[src/rtl/tod_pkg.sv]
package tod_pkg;
   typedef enum logic [2:0] {
      ADDR_CTRL = 3'd0,
      ADDR_TRIM = 3'd1,
      ADDR_FRAC = 3'd2,
      ADDR_LO   = 3'd3,
      ADDR_HI   = 3'd4
   } tod_addr_e;

   localparam int unsigned TOD_WORD_W = 32;

   typedef struct packed {
      logic        neg;
      logic [30:0] mag;
   } trim_t;
endpackage

[src/rtl/tod_rate_accum.sv]
module tod_rate_accum #(
   parameter int unsigned FRAC_W = 32
) (
   input  logic              clk,
   input  logic              rst_n,
   input  logic              en,
   input  logic              clr,
   input  logic [FRAC_W-2:0] mag,
   output logic [FRAC_W-1:0] acc_q,
   output logic              carry
);
   logic [FRAC_W:0] sum;

   always_comb begin
      sum   = {1'b0, acc_q} + {2'b00, mag};
      carry = en & sum[FRAC_W];
   end

   always_ff @(posedge clk) begin
      if (!rst_n)   acc_q <= '0;
      else if (clr) acc_q <= '0;
      else if (en)  acc_q <= sum[FRAC_W-1:0];
   end
endmodule

[src/rtl/tod_ns_counter.sv]
module tod_ns_counter #(
   parameter int unsigned NS_W    = 40,
   parameter int unsigned STEP_NS = 8
) (
   input  logic            clk,
   input  logic            rst_n,
   input  logic            en,
   input  logic            carry,
   input  logic            neg,
   input  logic            load,
   input  logic [NS_W-1:0] load_val,
   output logic [NS_W-1:0] ns_q
);
   localparam logic [NS_W-1:0] STEP_NOM  = NS_W'(STEP_NS);
   localparam logic [NS_W-1:0] STEP_FAST = NS_W'(STEP_NS + 1);
   localparam logic [NS_W-1:0] STEP_SLOW = NS_W'(STEP_NS - 1);

   logic [NS_W-1:0] step;

   always_comb begin
      if (!carry)   step = STEP_NOM;
      else if (neg) step = STEP_SLOW;
      else          step = STEP_FAST;
   end

   always_ff @(posedge clk) begin
      if (!rst_n)    ns_q <= '0;
      else if (load) ns_q <= load_val;
      else if (en)   ns_q <= ns_q + step;
   end
endmodule

[src/rtl/tod_snapshot.sv]
module tod_snapshot #(
   parameter int unsigned NS_W   = 40,
   parameter int unsigned FRAC_W = 32,
   parameter int unsigned DATA_W = 32
) (
   input  logic              clk,
   input  logic              rst_n,
   input  logic              cap_req,
   input  logic              rel_req,
   input  logic [NS_W-1:0]   ns_in,
   input  logic [FRAC_W-1:0] frac_in,
   output logic              hold,
   output logic [NS_W-1:0]   snap_ns,
   output logic [FRAC_W-1:0] frac_view,
   output logic [DATA_W-1:0] lo_word,
   output logic [DATA_W-1:0] hi_word
);
   localparam int unsigned HI_BITS = NS_W - DATA_W;

   logic [FRAC_W-1:0] snap_frac;

   always_ff @(posedge clk) begin
      if (!rst_n) begin
         hold      <= 1'b0;
         snap_ns   <= '0;
         snap_frac <= '0;
      end else if (cap_req && !hold) begin
         hold      <= 1'b1;
         snap_ns   <= ns_in;
         snap_frac <= frac_in;
      end else if (rel_req) begin
         hold      <= 1'b0;
      end
   end

   assign frac_view = hold ? snap_frac : frac_in;
   assign lo_word   = snap_ns[DATA_W-1:0];

   generate
      if (HI_BITS == DATA_W) begin : g_hi_full
         assign hi_word = snap_ns[NS_W-1:DATA_W];
      end else begin : g_hi_pad
         assign hi_word = {{(DATA_W-HI_BITS){1'b0}}, snap_ns[NS_W-1:DATA_W]};
      end
   endgenerate
endmodule

[src/rtl/tod_rate_counter.sv]
module tod_rate_counter #(
   parameter int unsigned NS_W    = 40,
   parameter int unsigned FRAC_W  = 32,
   parameter int unsigned DATA_W  = 32,
   parameter int unsigned STEP_NS = 8
) (
   input  logic              clk,
   input  logic              rst_n,
   input  logic              reg_wr,
   input  logic              reg_rd,
   input  logic [2:0]        reg_addr,
   input  logic [DATA_W-1:0] reg_wdata,
   output logic [DATA_W-1:0] reg_rdata,
   output logic [NS_W-1:0]   tod_ns
);
   import tod_pkg::*;

   localparam int unsigned HI_BITS = NS_W - DATA_W;

   generate
      if (DATA_W != TOD_WORD_W) begin : g_bad_data_w
         $error("DATA_W must equal the package word width");
      end
      if (FRAC_W != DATA_W) begin : g_bad_frac_w
         $error("FRAC_W must equal DATA_W so the trim word fits");
      end
      if (NS_W <= DATA_W || HI_BITS > DATA_W) begin : g_bad_ns_w
         $error("NS_W must lie between DATA_W+1 and 2*DATA_W");
      end
      if (STEP_NS < 2) begin : g_bad_step
         $error("STEP_NS must be at least 2");
      end
   endgenerate

   logic              halt_q;
   trim_t             trim_q;
   logic [DATA_W-1:0] stage_lo;
   logic              load_hi;
   logic              tick_en;
   logic              carry;
   logic [FRAC_W-1:0] acc_q;
   logic [NS_W-1:0]   ns_q;
   logic              snap_hold;
   logic [NS_W-1:0]   snap_ns;
   logic [FRAC_W-1:0] frac_view;
   logic [DATA_W-1:0] lo_word;
   logic [DATA_W-1:0] hi_word;
   logic              rd_frac;
   logic              rd_hi;

   assign load_hi = reg_wr && (reg_addr == ADDR_HI);
   assign tick_en = !halt_q;
   assign rd_frac = reg_rd && (reg_addr == ADDR_FRAC);
   assign rd_hi   = reg_rd && (reg_addr == ADDR_HI);

   always_ff @(posedge clk) begin
      if (!rst_n) begin
         halt_q   <= 1'b1;
         trim_q   <= '0;
         stage_lo <= '0;
      end else if (reg_wr) begin
         case (reg_addr)
            ADDR_CTRL: halt_q   <= reg_wdata[DATA_W-1];
            ADDR_TRIM: trim_q   <= trim_t'(reg_wdata);
            ADDR_LO:   stage_lo <= reg_wdata;
            default:   ;
         endcase
      end
   end

   tod_rate_accum #(.FRAC_W(FRAC_W)) accum_i (
      .clk   (clk),
      .rst_n (rst_n),
      .en    (tick_en),
      .clr   (load_hi),
      .mag   (trim_q.mag),
      .acc_q (acc_q),
      .carry (carry)
   );

   tod_ns_counter #(.NS_W(NS_W), .STEP_NS(STEP_NS)) count_i (
      .clk      (clk),
      .rst_n    (rst_n),
      .en       (tick_en),
      .carry    (carry),
      .neg      (trim_q.neg),
      .load     (load_hi),
      .load_val ({reg_wdata[HI_BITS-1:0], stage_lo}),
      .ns_q     (ns_q)
   );

   tod_snapshot #(.NS_W(NS_W), .FRAC_W(FRAC_W), .DATA_W(DATA_W)) snap_i (
      .clk       (clk),
      .rst_n     (rst_n),
      .cap_req   (rd_frac),
      .rel_req   (rd_hi),
      .ns_in     (ns_q),
      .frac_in   (acc_q),
      .hold      (snap_hold),
      .snap_ns   (snap_ns),
      .frac_view (frac_view),
      .lo_word   (lo_word),
      .hi_word   (hi_word)
   );

   always_ff @(posedge clk) begin
      if (!rst_n) begin
         reg_rdata <= '0;
      end else if (reg_rd) begin
         case (reg_addr)
            ADDR_CTRL: reg_rdata <= {halt_q, {(DATA_W-1){1'b0}}};
            ADDR_TRIM: reg_rdata <= trim_q;
            ADDR_FRAC: reg_rdata <= frac_view;
            ADDR_LO:   reg_rdata <= lo_word;
            ADDR_HI:   reg_rdata <= hi_word;
            default:   reg_rdata <= '0;
         endcase
      end
   end

   assign tod_ns = ns_q;
endmodule

[config.mk]
export PLATFORM = sky130hd
export DESIGN_NAME = tod_rate_counter
export DESIGN_NICKNAME = d
export VERILOG_FILES = /design/src/rtl/tod_pkg.sv /design/src/rtl/tod_rate_accum.sv /design/src/rtl/tod_ns_counter.sv /design/src/rtl/tod_snapshot.sv /design/src/rtl/tod_rate_counter.sv
export SDC_FILE = /design/constraint.sdc
export NUM_CORES = 1
export LEC_CHECK = 0
export ABC_AREA = 0
export BUFFER_PORTS_ARGS = -buffer_cell sky130_fd_sc_hd__clkbuf_2
export CAP_MARGIN = 5
export CORE_AREA = 2 2 202 204
export DETAILED_ROUTE_END_ITERATION = 12
export DIE_AREA = 0 0 204 206
export GPL_TIMING_DRIVEN = 0
export HOLD_SLACK_MARGIN = 0.05
export PLACE_DENSITY_LB_ADDON = 0.25
export SLEW_MARGIN = 20
export SYNTH_ARGS = -nofsm -noshare
export SYNTH_HDL_FRONTEND = slang
export SYNTH_SLANG_ARGS = --single-unit
[constraint.sdc]
create_clock -name clk -period 6.5 [get_ports clk]
set_clock_uncertainty 0.2 [all_clocks]
set_input_delay 0.65 -clock clk [delete_from_list [all_inputs] [get_ports clk]]
set_output_delay 0.65 -clock clk [all_outputs]
set_load 0.05 [all_outputs]
After elaboration in Yosys (flattened, before gate mapping)
Cells that the tools add are included.
W data, S select, Z words.
{"block": "op_classes", "n_addsub": 2, "n_mul": 0, "n_div": 0, "n_lt_le_gt_ge": 0, "eq_ne": 5, "n_shift": 0, "mux": 8, "bitwise_logic": 2, "n_reduce_logical": 12}
{"op": "$pmux W32 S5", "n": 1}
{"op": "$mux W40", "n": 3}
{"op": "$add A40 B40 Y40", "n": 1}
{"op": "$add A32 B31 Y33", "n": 1}
{"op": "$mux W32", "n": 1}
{"op": "$eq A3 B2 Y1 const B", "n": 2}
{"op": "$reduce_and A2 Y1", "n": 3}
{"op": "$logic_and A1 B1 Y1", "n": 4}
{"op": "$mux W4", "n": 1}
{"op": "$eq A3 B1 Y1 const B", "n": 1}
{"op": "$eq A3 B3 Y1 const B", "n": 1}
{"op": "$logic_not A3 Y1", "n": 1}
{"op": "$logic_not A1 Y1", "n": 2}
{"op": "$mux W1", "n": 2}
{"op": "$ne A2 B1 Y1 const B", "n": 1}
{"op": "$reduce_bool A2 Y1", "n": 1}
{"op": "$reduce_or A2 Y1", "n": 1}
{"op": "$and A1 B1 Y1", "n": 1}
{"op": "$not A1 Y1", "n": 1}
{"block": "totals", "reg_bits": 242, "latchBits": 0, "ram_bits": 0, "romBits": 0, "inputBits": 39, "output_inout_bits": 72, "elab_cells": 39, "memories": 0}

Logic depth before layout (Yosys ltp)
{"block": "logic_depth", "word_depth": 6, "depth_mapped": 20, "depth_no_buf": 20}

Cells and area by module
Synthesis repeated with hierarchy kept, for this count alone.
{"block": "hier_totals", "hier_cells": 1615, "area_unflattened_um2": 13929.6}
{"mod": "tod_rate_counter", "instances": 1, "cells_each": 495, "area_per_inst_um2": 4539.4}
{"mod": "tod_snapshot", "instances": 1, "cells_each": 417, "area_per_inst_um2": 3867.5}
{"mod": "tod_rate_accum", "instances": 1, "cells_each": 400, "area_per_inst_um2": 3064.2}
{"mod": "tod_ns_counter", "instances": 1, "cells_each": 303, "area_per_inst_um2": 2458.6}

Least setup slack after synthesis
OpenSTA, ideal clock, no wires.
{"block": "synth_path", "kind": "reg2reg", "from": "register accum_i.acc_q[0]", "to": "register count_i.ns_q[34]", "setup_time_ps": 86, "arrival_time_ps": 4362, "required_ps": 6214, "setup_slack_ps": 1852, "stages_incl_launch_ff": 20, "period_less_slack_ps": 4648, "cell_sequence": "dfxtp_1 ha_1 fa_1 a21oi_1 o21ai_0 a21o_1 a221o_1 a31oi_1 o211a_1 o21ai_0 and3_1 ha_1 a21o_1 a21oi_1 nor2_1 nand2_2 nor3_2 nand4_1 xor2_1 a211oi_1"}
{"block": "synth_between", "elab_chain_len": 6}
{"item": "from (decl)", "line_no": "tod_rate_accum.sv:9", "rtl": "output logic [FRAC_W-1:0] acc_q,"}
{"item": "from (signal assigned)", "line_no": "tod_rate_accum.sv:22", "rtl": "else if (en) acc_q <= sum[FRAC_W-1:0];"}
{"item": "$add A32 B31 Y33", "line_no": "tod_rate_accum.sv:15", "rtl": "sum = {1'b0, acc_q} + {2'b00, mag};"}
{"item": "$and A1 B1 Y1", "line_no": "tod_rate_accum.sv:16", "rtl": "carry = en & sum[FRAC_W];"}
{"item": "$mux W40", "line_no": "tod_ns_counter.sv:21", "rtl": "if (!carry) step = STEP_NOM;"}
{"item": "$add A40 B40 Y40", "line_no": "tod_ns_counter.sv:29", "rtl": "else if (en) ns_q <= ns_q + step;"}
{"item": "$mux W40", "line_no": "tod_ns_counter.sv:29"}
{"item": "$mux W40", "line_no": "tod_ns_counter.sv:28", "rtl": "else if (load) ns_q <= load_val;"}
{"item": "to (signal assigned)", "line_no": "tod_ns_counter.sv:28"}
{"item": "to (signal assigned)", "line_no": "tod_ns_counter.sv:29"}
{"item": "to (decl)", "line_no": "tod_ns_counter.sv:12", "rtl": "output logic [NS_W-1:0] ns_q"}
Every way passes these cells. The select of a mux whose other input is x is not followed.
A chain may end at the register's enable or synchronous reset.

Final worst setup path
{"block": "layout_path", "from": "register accum_i.acc_q[0]", "to": "register count_i.ns_q[28]"}
Same word-level chain as after synthesis.

==> impl_metrics.json <==
{
  "via_per_inst": 5.04,
  "rsz0062_at_grt": "no",
  "vdd_ir_drop_max_mv": 0.135,
  "r2r_start": "accum_i.acc_q[0]",
  "finalCriticalPeriod_ns": 6.03,
  "post_cts_buffers": 0,
  "drv_cap": 0,
  "grt_util_all_layers_pct": 19.1,
  "fp.coreArea_um2": 40200,
  "min_path_cells": 3,
  "worstPathRequired_ns": 6.77,
  "drc": 0,
  "clkTransAtPathRegs_ns": 0.06,
  "dr.pass1.iters": 6,
  "powerDensity_nw_per_um2": 251,
  "grt_overflow": 0,
  "slew_headroom_pct": 34.3,
  "max_slew.worst_pin.slew_ns": 0.985,
  "slew_violations": 0,
  "synth_warnings": 0,
  "cts_tree": "done",
  "holdBufCountCts": 0,
  "period_share_pct": 92.8,
  "design.die.area_um2": 42000,
  "setup_slack_ns": 0.471,
  "row_count": 74,
  "final_nets": 1714,
  "rr_worst_depth": 19,
  "clock_latency_ns": 0.56,
  "cts.repair.resized": 0,
  "route.vias.total": 11000,
  "antenna_found_initial": 0,
  "drt_iter0_drc": 884,
  "status": "complete, no violations",
  "cts_max_level": 1,
  "cts_sinks": 242,
  "reg2reg_slack_ns": 0.47,
  "stdcell_count": 2191,
  "syn-num-nets": 1575,
  "ys_ff_latch": 242,
  "fin_tns_setup_ns": 0,
  "crit_arrival_ns": 6.29,
  "syn_to_final_growth_pct": 18.9,
  "yosys.area.top_type": "dfxtp_1",
  "clock_path_buffers": 3,
  "cts_buffers": 28,
  "wirelength_mm": 40.9,
  "netlist_area_um2": 11800,
  "critPathMaxFanout": 8,
  "hpwl_mm": 31.2,
  "dp_slack_ns": 0.573,
  "synth_area_leaders": "dfxtp_1 41%, nand2_1 11%, a21oi_1 10%",
  "critPathLaunchType": "register",
  "endpoint_kind": "register",
  "fmax_mhz": 166,
  "gp_congestion": 0.942,
  "start_util_pct": 29.4,
  "pin_count": 111,
  "holdPathEnd": "trim_q[12]",
  "wire_per_inst_um": 18.7,
  "netlist_instances": 1499,
  "dieHeight_um": 206,
  "io_buffers": 108,
  "grt_pass1_wl_mm": 61.6,
  "yosysSeqAreaShare_pct": 40.9,
  "dpl.cell_count": 2140,
  "hold_viol": 0,
  "criticalPathCategory": "register to register",
  "setup_viol": 0,
  "async_flop_share_pct": 0,
  "ys.flop_type": "dfxtp_1",
  "finalCoreUtilization_pct": 35.0,
  "grt_max_degree": 14,
  "yosysTopAreaCellShare_pct": 40.9,
  "synth_edf_count": 0,
  "n_fill_cell": 4321,
  "grt_pass1_vias": 10400,
  "min_from": "reg_wdata[12]",
  "ys_types": 55,
  "p_leak_uw": 0.00518,
  "root_buffer": "clkbuf_16",
  "hp-class": "primary input to register",
  "fin_hold_ws_ns": 0.150,
  "synth.avg_cell_area_um2": 7.89,
  "r2r_end": "count_i.ns_q[28]",
  "antenna_left": 0,
  "layout-drive-gt1-share_pct": 10.8,
  "die_w_um": 204,
  "diodes": 0
}
-- flip-flops by register name, summed over array words and instances (netlist names) --
register          flops
snap_i.hold           1
reg_rdata            32
snap_i.snap_ns       40
halt_q                1
trim_q               32
stage_lo             32
count_i.ns_q         40
snap_i.snap_frac     32
accum_i.acc_q        32
-- how the worst max path moves through the flow --
stage	startpoint	end	slack [ns]
finish	accum_i.acc_q[0]	count_i.ns_q[28]	0.47
detailed placement	trim_q[0]	count_i.ns_q[28]	0.57
global placement	trim_q[0]	count_i.ns_q[34]	0.56
CTS	accum_i.acc_q[0]	count_i.ns_q[34]	0.54
floorplan	accum_i.acc_q[0]	count_i.ns_q[34]	1.85
global route	accum_i.acc_q[0]	count_i.ns_q[34]	0.13
-- critical path, stage by stage, from the launching register on --
cell and delay [ns]:
dfxtp_1 0.34, ha_1 0.24, fa_1 0.42, a21oi_1 0.18, o21ai_0 0.16, a21o_1 0.24, a221o_1 0.40, a31oi_1 0.47
o211a_1 0.24, o21ai_0 0.17, and3_1 0.31, ha_1 0.34, a21o_1 0.12, a21oi_1 0.08, nor2_1 0.42, nand2_2 0.23
nor3_2 0.76, and4_1 0.33, xnor2_1 0.07, a211oi_1 0.22
-- where the power goes --
part	total, uW	internal [uW]	switching (uW)
registers	1530	1500	28.8
clock network	1750	1090	658
logic	250	64.5	186
total	3530	2660	872
-- cell type report --
type	instances	area, um^2	share of cell area [%]
Tap cell	532	666	4.73
Inverter	14	52.6	0.373
Multi-Input combinational cell	1139	6550	46.5
Clock inverter	9	178	1.26
Timing Repair Buffer	109	546	3.88
Buffer	104	394	2.80
Sequential cell	242	4840	34.4
Clock buffer	42	845	6.00
-- layer usage --
| layer | wire length, um | up-vias | track usage, % |
|---|---|---|---|
| met5 | 0 | - | 0 |
| met4 | 1190 | 0 | 6.52 |
| met3 | 2150 | 64 | 2.41 |
| met2 | 18500 | 300 | 31.0 |
| met1 | 19100 | 5202 | 26.0 |
| li1 | - | 5480 | - |
-- stage by stage --
stage                     total power (uW)  cell area, um^2
after floorplan                       1710            11800
after global placement                1810            13000
after detailed placement              1820            13000
after CTS                             3560            14100
after global routing                  3640            14100
final                                 3530            14100
-- cells in the final DEF (no fill, tap or decap), types with 28 or more instances in the layout --
cell type    n
xor2_1      28
ha_1        35
a21oi_1    238
o21ai_0     52
clkbuf_16   29
mux2i_1     69
xnor2_1     31
nor2_1     116
dfxtp_1    242
clkbuf_1    98
clkbuf_2   108
nand2_1    344
-- cells in the mapped netlist, drive strengths merged, types with 27 or more instances --
| master | count |
|---|---|
| a211oi | 28 |
| a21oi | 238 |
| clkbuf | 92 |
| dfxtp | 242 |
| ha | 35 |
| mux2i | 69 |
| nand2 | 345 |
| nand3 | 27 |
| nor2 | 117 |
| o21ai | 53 |
| o22a | 27 |
| xnor2 | 31 |
| xor2 | 28 |
-- kinds of logic (layout without fill, tap and decap cells) --
logic type                 after synthesis  count (layout)  share of synthesized area (%)
DFF                                    242             242                           40.9
xor gates and xnor gates                59              59                           4.37
muxes                                   75              75                           6.50
adders and majority gates               37              37                           4.04
AOI/OAI and AO/OA                      398             398                           19.6
buffers and inverters                  118             278                           3.78
and+or+nand+nor                        570             570                           20.7
Note: power is estimated with default switching activity, not from simulation.
